===== src/rtl/age_repl_pkg.sv =====
package age_repl_pkg;

   // Width of an index over n items, at least one bit.
   function automatic int idx_width(input int n);
      return (n > 1) ? $clog2(n) : 1;
   endfunction

   typedef enum logic [1:0] {
      UPD_NONE = 2'd0,
      UPD_HIT  = 2'd1,
      UPD_FILL = 2'd2
   } upd_kind_e;

endpackage


===== src/rtl/age_next_calc.sv =====
module age_next_calc
   import age_repl_pkg::*;
#(
   parameter int NUM_WAYS = 4,
   parameter int AGE_W    = 2,
   parameter int WAY_W    = 2
) (
   input  logic [NUM_WAYS*AGE_W-1:0] ages_cur,
   input  logic                      hit_en,
   input  logic [WAY_W-1:0]          hit_way,
   input  logic                      fill_en,
   input  logic [WAY_W-1:0]          fill_way,
   output logic [NUM_WAYS*AGE_W-1:0] ages_nxt,
   output logic                      upd_go
);

   localparam logic [AGE_W-1:0] AGE_MAX = AGE_W'(NUM_WAYS - 1);

   upd_kind_e        kind;
   logic [AGE_W-1:0] hit_age;

   always_comb begin
      if (fill_en)     kind = UPD_FILL;
      else if (hit_en) kind = UPD_HIT;
      else             kind = UPD_NONE;
   end

   assign upd_go  = (kind != UPD_NONE);
   assign hit_age = ages_cur[hit_way*AGE_W +: AGE_W];

   for (genvar w = 0; w < NUM_WAYS; w++) begin : g_way
      logic [AGE_W-1:0] cur;
      logic [AGE_W-1:0] inc;
      logic [AGE_W-1:0] nxt;

      assign cur = ages_cur[w*AGE_W +: AGE_W];
      assign inc = (cur >= AGE_MAX) ? AGE_MAX : cur + AGE_W'(1);

      always_comb begin
         unique case (kind)
            UPD_FILL: nxt = (fill_way == WAY_W'(w)) ? '0 : inc;
            UPD_HIT: begin
               if (hit_way == WAY_W'(w))  nxt = '0;
               else if (cur < hit_age)    nxt = inc;
               else                       nxt = cur;
            end
            default:  nxt = cur;
         endcase
      end

      assign ages_nxt[w*AGE_W +: AGE_W] = nxt;
   end

endmodule


===== src/rtl/age_cand_pick.sv =====
module age_cand_pick #(
   parameter int NUM_WAYS = 4,
   parameter int AGE_W    = 2,
   parameter int WAY_W    = 2
) (
   input  logic [NUM_WAYS*AGE_W-1:0] ages,
   input  logic [NUM_WAYS-1:0]       valid,
   output logic [WAY_W-1:0]          cand_way
);

   logic [WAY_W-1:0] free_way;
   logic             free_found;
   logic [WAY_W-1:0] old_way;
   logic [AGE_W-1:0] old_age;

   // Lowest-numbered invalid way.
   always_comb begin
      free_way   = '0;
      free_found = 1'b0;
      for (int w = 0; w < NUM_WAYS; w++) begin
         if (!free_found && !valid[w]) begin
            free_way   = WAY_W'(w);
            free_found = 1'b1;
         end
      end
   end

   // Oldest way; strict compare keeps the lowest index on ties.
   always_comb begin
      old_way = '0;
      old_age = ages[0 +: AGE_W];
      for (int w = 1; w < NUM_WAYS; w++) begin
         if (ages[w*AGE_W +: AGE_W] > old_age) begin
            old_way = WAY_W'(w);
            old_age = ages[w*AGE_W +: AGE_W];
         end
      end
   end

   assign cand_way = free_found ? free_way : old_way;

endmodule


===== src/rtl/age_repl_sel.sv =====
module age_repl_sel
   import age_repl_pkg::*;
#(
   parameter  int NUM_SETS = 8,
   parameter  int NUM_WAYS = 4,
   localparam int SET_W    = idx_width(NUM_SETS),
   localparam int WAY_W    = idx_width(NUM_WAYS),
   localparam int AGE_W    = idx_width(NUM_WAYS)
) (
   input  logic                      clk,
   input  logic                      rst_n,
   input  logic [SET_W-1:0]          upd_set,
   input  logic                      hit_en,
   input  logic [WAY_W-1:0]          hit_way,
   input  logic                      fill_en,
   input  logic [WAY_W-1:0]          fill_way,
   input  logic [SET_W-1:0]          qry_set,
   input  logic [NUM_WAYS-1:0]       qry_valid,
   output logic [NUM_WAYS*AGE_W-1:0] qry_ages,
   output logic [WAY_W-1:0]          cand_way
);

   localparam int ROW_W = NUM_WAYS * AGE_W;

   if (NUM_WAYS < 2) begin : g_bad_ways
      $error("age_repl_sel: NUM_WAYS must be at least 2");
   end
   if (NUM_SETS < 1) begin : g_bad_sets
      $error("age_repl_sel: NUM_SETS must be at least 1");
   end

   logic [ROW_W-1:0] row_cur;
   logic [ROW_W-1:0] row_nxt;
   logic             upd_go;

   age_next_calc #(
      .NUM_WAYS (NUM_WAYS),
      .AGE_W    (AGE_W),
      .WAY_W    (WAY_W)
   ) u_next (
      .ages_cur (row_cur),
      .hit_en   (hit_en),
      .hit_way  (hit_way),
      .fill_en  (fill_en),
      .fill_way (fill_way),
      .ages_nxt (row_nxt),
      .upd_go   (upd_go)
   );

   if (NUM_SETS == 1) begin : g_single
      logic [ROW_W-1:0] ages_q;
      logic             set_idx_unused;

      always_ff @(posedge clk or negedge rst_n) begin
         if (!rst_n)      ages_q <= '0;
         else if (upd_go) ages_q <= row_nxt;
      end

      assign row_cur        = ages_q;
      assign qry_ages       = ages_q;
      assign set_idx_unused = ^{upd_set, qry_set};
   end else begin : g_multi
      logic [ROW_W-1:0] ages_q [NUM_SETS];

      always_ff @(posedge clk or negedge rst_n) begin
         if (!rst_n) begin
            for (int s = 0; s < NUM_SETS; s++) ages_q[s] <= '0;
         end else if (upd_go) begin
            ages_q[upd_set] <= row_nxt;
         end
      end

      assign row_cur  = ages_q[upd_set];
      assign qry_ages = ages_q[qry_set];
   end

   age_cand_pick #(
      .NUM_WAYS (NUM_WAYS),
      .AGE_W    (AGE_W),
      .WAY_W    (WAY_W)
   ) u_pick (
      .ages     (qry_ages),
      .valid    (qry_valid),
      .cand_way (cand_way)
   );

endmodule


===== config.mk =====
export PLATFORM = sky130hd
export DESIGN_NAME = age_repl_sel
export DESIGN_NICKNAME = d
export VERILOG_FILES = /design/src/rtl/age_repl_pkg.sv /design/src/rtl/age_next_calc.sv /design/src/rtl/age_cand_pick.sv /design/src/rtl/age_repl_sel.sv
export SDC_FILE = /design/constraint.sdc
export NUM_CORES = 1
export LEC_CHECK = 0
export BUFFER_PORTS_ARGS = -buffer_cell sky130_fd_sc_hd__buf_2
export CAP_MARGIN = 20
export CORE_MARGIN = 4
export CORE_UTILIZATION = 24
export DETAILED_ROUTE_END_ITERATION = 12
export SLEW_MARGIN = 20
export SYNTH_ARGS = -nofsm -noshare
export SYNTH_HDL_FRONTEND = slang
export SYNTH_SLANG_ARGS = --single-unit

===== constraint.sdc =====
create_clock -name clk -period 4.6 [get_ports clk]
set_clock_uncertainty 0.05 [all_clocks]
set_input_delay 0 -clock clk [delete_from_list [all_inputs] [get_ports clk]]
set_output_delay 0 -clock clk [all_outputs]
set_load 0.1 [all_outputs]

# After elaboration in Yosys (flattened, before gate mapping)
# Index checks and enable logic that the tools add are counted.
dict set report word_totals {
  regBits 64
  inputBits 18
  output_inout_bits 10
  elab_cells 93
}
dict set report classes {
  n_addsub 4
  n_lt_le_gt_ge 14
  eq_ne 8
  shifts 1
  muxes 44
  bitwise 2
  n_reduce_logical 12
}
# operator count
set ops {}
lappend ops {{bitwise mux 64 bit} 1}
lappend ops {{binary-select mux 8 bit (select 3 bit)} 2}
lappend ops {{two-way mux 2 bit} 24}
lappend ops {{two-way mux 8 bit} 5}
lappend ops {{demux 8 bit (select 3 bit)} 1}
lappend ops {{case mux 2 bit (2 select lines)} 4}
lappend ops {{equality test 2 bit, second input constant} 5}
lappend ops {{adder 2 x 1 -> 2 bit, second input constant} 4}
lappend ops {{greater-or-equal comparator 2 bit, second input constant} 4}
lappend ops {{greater-or-equal comparator 4 bit, second input constant} 2}
lappend ops {{less-than comparator 2 bit} 4}
lappend ops {{NOT 3 -> 4 bit} 2}
lappend ops {{indexed part select 8 x 4 -> 2 bit} 1}
lappend ops {{two-way mux 1 bit} 7}
lappend ops {{equality test 2 x 1 -> 1 bit, second input constant} 3}
lappend ops {{> comparator 2 bit} 3}
lappend ops {{logical NOT 1 bit} 5}
lappend ops {{logical AND 1 bit} 4}
lappend ops {{logical NOT 2 bit} 2}
lappend ops {{less-than comparator 4 x 1 -> 1 bit, second input constant} 1}
lappend ops {{nonzero test 2 bit} 1}

# Longest topological paths before layout
dict set report logic_depth {
  ltp_word 11
  depth_mapped 19
  depth_no_buf 18
}

# Hierarchy
# Synthesis repeated with hierarchy kept, for this count alone.
dict set report unflattened {
  hier_cells 347
  hier_area_um2 4312.9
}
# module n_inst cells_per_inst area_per_inst_um2 seq_area_each_um2
set by_module_without_submodules {}
lappend by_module_without_submodules {age_repl_sel 1 241 3522.1 1601.5}
lappend by_module_without_submodules {age_next_calc 1 68 511.7 0.0}
lappend by_module_without_submodules {age_cand_pick 1 38 279.0 0.0}

# Least setup slack after synthesis
# No wires, ideal clock.
dict set report synth_timing {
  path_kind {in2out}
  start {input port qry_set[0]}
  end {output port cand_way[0]}
  arrival_time_ns 6.060
  slack_ns -1.510
  cell_stages 19
  n_path_buf 2
  cell_sequence {clkbuf_1 > buf_2 > mux4_2 > mux2i_1 > inv_1 > ha_1 > o22ai_1 > mux2_2 > ha_1 > inv_1 > o22ai_1 > nand2_1 > o21ai_0 > ha_1 > nand2_1 > o21ai_0 > nand3_1 > o21ai_0 > a21boi_0}
}
dict set report synth_via {
  elab_chain_len 11
}
# element line_no
set synth_rtl {}
lappend synth_rtl {{from (decl)} age_repl_sel.sv:17} ;# input logic [SET_W-1:0] qry_set,
lappend synth_rtl {{NOT 3 -> 4 bit (not written as such) (*)} age_repl_sel.sv:74} ;# assign qry_ages = ages_q[qry_set];
lappend synth_rtl {{binary-select mux 8 bit (select 3 bit) (*)} age_repl_sel.sv:74}
lappend synth_rtl {{two-way mux 8 bit (not written as such) (*) (2 in series)} age_repl_sel.sv:74}
lappend synth_rtl {{net qry_ages[3]} age_repl_sel.sv:19} ;# output logic [NUM_WAYS*AGE_W-1:0] qry_ages,
lappend synth_rtl {{> comparator 2 bit} age_cand_pick.sv:33} ;# if (ages[w*AGE_W +: AGE_W] > old_age) begin
lappend synth_rtl {{two-way mux 2 bit} age_cand_pick.sv:33}
lappend synth_rtl {{> comparator 2 bit} age_cand_pick.sv:33}
lappend synth_rtl {{two-way mux 2 bit} age_cand_pick.sv:33}
lappend synth_rtl {{> comparator 2 bit} age_cand_pick.sv:33}
lappend synth_rtl {{two-way mux 2 bit (*)} age_cand_pick.sv:33}
lappend synth_rtl {{two-way mux 2 bit (*)} age_cand_pick.sv:40} ;# assign cand_way = free_found ? free_way : old_way;
lappend synth_rtl {{to (decl)} age_repl_sel.sv:20} ;# output logic [WAY_W-1:0] cand_way
# Mark *: on every way through the listed nets, which the timed path passes. The rest lies on a longest branch. The select of a mux whose other input is x is not followed.

# Worst setup path in the final report
dict set report layout_timing {
  start {register g_multi.ages_q[56] (netlist name)}
  end {output port cand_way[0]}
}
dict set report layout_via {
  elab_chain_len 10
}
# element line_no
set layout_rtl {}
lappend layout_rtl {{from (decl)} age_repl_sel.sv:63} ;# logic [ROW_W-1:0] ages_q [NUM_SETS];
lappend layout_rtl {{from (signal, indexed assignment)} age_repl_sel.sv:69} ;# ages_q[upd_set] <= row_nxt;
lappend layout_rtl {{binary-select mux 8 bit (select 3 bit) (*)} age_repl_sel.sv:74}
lappend layout_rtl {{two-way mux 8 bit (not written as such) (*) (2 in series)} age_repl_sel.sv:74}
lappend layout_rtl {{> comparator 2 bit} age_cand_pick.sv:33}
lappend layout_rtl {{two-way mux 2 bit} age_cand_pick.sv:33}
lappend layout_rtl {{> comparator 2 bit} age_cand_pick.sv:33}
lappend layout_rtl {{two-way mux 2 bit} age_cand_pick.sv:33}
lappend layout_rtl {{> comparator 2 bit} age_cand_pick.sv:33}
lappend layout_rtl {{two-way mux 2 bit (*)} age_cand_pick.sv:33}
lappend layout_rtl {{two-way mux 2 bit (*)} age_cand_pick.sv:40}
# Mark *: on every way between the ends. The rest lies on a longest branch, timed or not. The select of a mux whose other input is x is not followed.

==> results.md <==
* Final hold violation count at 0
* Core Box Area at 16,820 um^2
* GPL Wtd Cong at 0.8227
* CTS Buf Count at 9
* Largest register by flop count: g_multi.ages_q
* Slew Viols, Final at 0
* Clk sinks at 64
* Total track usage at 0.1158
* Crit-path max FO at 4
* Hold Crit Start: upd_set[2]
* FILL cells at 1,726
* # H-tree levels at 3
* Share of the yosys chip area belonging to registers at 0.3844
* Worst-skew pair later-pin latency at 0.33 ns
* Reg area at 1602 um^2
* Rel. slew slack at 0.2646
* Fin crit period at 4.317 ns
* Critical Path AT at 4.27 ns
* Hold Path Class: input pin to register
* Worst path bufs/invs at 3
* Asr flop ratio synth at 1.000
* Initial antenna violation count at 1
* Critical path launch point: g_multi.ages_q[56]
* Post-CTS Setup Bufs at 0
* CP peak stage delay at 0.48 ns
* CTS tree: built
* Routed len/inst at 17.95 um
* Hpwl dp at 8.148 mm
* Post-route setup TNS at 0 ns
* Final WL at 11.04 mm
* Clock Tree Buf Depth at 2
* DRC Markers at 0
* Startpoint types: register
* Cell mode on critical path: ha_1
* Syn Inst Count at 359
* Status: complete, no violations
* Slack of the worst reg-to-reg path at 1.07 ns
* Max VDD drop at 0.4382 mV
* Clock transition at the registers of the reported paths at 0.05 ns
* 1st-pass router iterations at 4
* Via/cell ratio at 4.990
* RSZ-0062 raised after global routing: no
* 1st-iter DRT viols at 163
* Fraction of layout cells with a size suffix above 1 at 0.3823
* Final setup fails at 0
* YS warnings at 0
* Crit share post-route at 0.9385
* Power per standard cell area at 644.1 nW/um^2
* Peak Freq at 231.6 MHz
* Remaining antenna violation count at 0
* Capture point of the worst reg-to-reg path: g_multi.ages_q[20]
* First-pass GRT wire length at 17.86 mm
* Worst EP required at 4.55 ns
* Rows at 47
* Slew @ Worst Pin at 1.095 ns
* Die area at 19,530 um^2
* CTS root buf: clkbuf_16
* CP Capture Type: primary output
* Die Y at 139.8 um
* Min-Delay Path Depth at 3
* Grt ovf at 0
* Port Buffers at 27
* # diodes at 0
* Max reg flops at 64
* Post-synth top flop: dfrtp_1
* #FFs+latches synth at 64
* Number of enable flip-flop cells after synthesis at 0
* Worst path slowest cell: mux4_2
* DR vias at 3,069
* Final Util at 0.2954
* Die Wd at 139.8 um
* Nets at 421
* Area of the multi-input gates at 2506 um^2
* Vias in the first global route at 3,176
* Synthesized cell area at 4166 um^2
* Initial Util at 0.2477
* Syn Area/Cell at 11.61 um^2
* Synthesis-to-finish area growth at 19.25%
* Top delay family on crit path: multiplexers
* CP Cell Sequence: mux4_2 > mux2_2 > ha_1 > inv_1 > o22ai_1 > mux2_2 > ha_1 > inv_1 > o22ai_2 > o21ai_0 > ha_1 > nand2_1 > o21ai_1 > nand3_1 > o21ai_2 > a21boi_4 > clkbuf_4
* R2R cell count at 12
* Registers with the most flip-flops: g_multi.ages_q: 64 flops
* CP Class: register to primary output
* Hold path endpoint: g_multi.ages_q[9]
* Synthesized Nets at 389
* Largest net degree at the start of global routing at 65
* IO Count at 28
* Worst reg2reg startpoint: g_multi.ages_q[43]
* Synth cell types at 50
* Max-capacitance violation count at 0
* Lkg Pwr at 2.132 nW
## synth_stat cells (all sizes together) (6+ instances only)
library cell,n,area (um^2)
mux2,65,735.7
o22ai,6,37.54
nand3,6,30.03
o211ai,6,45.04
dfrtp,64,1602
mux2i,11,110.1
o21ai,31,158.9
buf,6,53.80
nand2,40,152.6
nor2b,7,43.79
nor2,16,60.06
ha,12,150.1
inv,13,48.80
mux4,23,525.5
clkbuf,7,26.28
## worst max-delay path by stage
stage                       end  slack (ns)  depth (start not counted)
detailed placement  cand_way[0]        0.26                         18
global placement    cand_way[0]        0.42                         19
CTS                 cand_way[0]       0.004                         18
global route        cand_way[0]        0.03                         17
floorplan           cand_way[0]        0.03                         19
finish              cand_way[0]        0.28                         17
## where the power goes
group          internal, mW  switching, mW
logic                 0.610          0.848
registers             0.799          0.174
clock network         0.530          0.239
total                  1.94           1.26
## area by class of cell
class | count | area share
flip-flops and latches | 64 | 0.3223
clock inverters | 2 | 0.01209
repair buffers | 34 | 0.03878
multi-input cells | 269 | 0.5044
clock buffers | 13 | 0.05641
well taps | 220 | 0.05540
inverters | 13 | 0.01058
## placed cells by master, fill, tap and decap left out, types with 2 or more instances in the layout
master	count
buf_2	26
o22ai_1	5
mux2i_1	10
buf_4	6
clkbuf_16	9
inv_1	12
ha_1	11
nor2_1	16
o21ai_2	2
mux2_1	2
o211ai_1	6
or2_2	2
or2_1	3
a21o_1	2
bufinv_16	2
mux4_1	2
nand2_1	39
nand3_1	6
o21ai_1	2
nand2b_1	5
dfrtp_1	64
a41oi_2	3
mux2_2	62
a22o_1	4
clkbuf_8	4
a21oi_1	5
mux4_2	21
o21ai_0	27
nor2b_1	7
nor3_1	3
## per-layer routing
layer | share of wire | track usage | vias to the layer above
met2 | 0.46 | 0.1793 | 76
met1 | 0.46 | 0.1583 | 1558
met5 | 0.0012 | 0 | -
met3 | 0.064 | 0.03465 | 14
li1 | - | - | 1419
met4 | 0.013 | 0.03060 | 2
## logic make-up after synthesis
family,Yosys count,share of synthesized area
muxes,99,0.3291
and+or+nand+nor,87,0.09640
AOI/OAI and AO/OA,71,0.1231
DFF,64,0.3844
buffers and inverters,26,0.03093
adders and majority gates,12,0.03604
## repair_timing
item / in CTS / in global routing
setup endpoints to repair: 0 / 1
endpoints found under the hold margin: 64 / 0
gates resized for setup: 0 / 5
hold buffers: 1 / 0
## worst reg2reg max path: cells and delay by family, from the launching register on
family / cells / cell delay, ns
muxes: 3 / 1.11
AOI/OAI and AO/OA: 4 / 0.98
and+or+nand+nor: 3 / 0.45
DFF: 1 / 0.40
adders and majority gates: 1 / 0.28
buffers and inverters: 1 / 0.15
## metrics by stage
stage	instances	hold WS (ns)	setup WS, ns	total power, mW	area, um^2
final	615	0.1752	0.2829	3.200	4969
after global placement	599	0.1971	0.4236	2.364	4598
after global routing	615	0.2052	0.02986	3.395	4969
after floorplan	359	-0.3456	0.03281	2.089	4227
after detailed placement	599	0.2215	0.2558	2.424	4598
after CTS	615	0.1610	0.003975	3.204	4949
No activity file was read; power rests on OpenSTA's default activity.
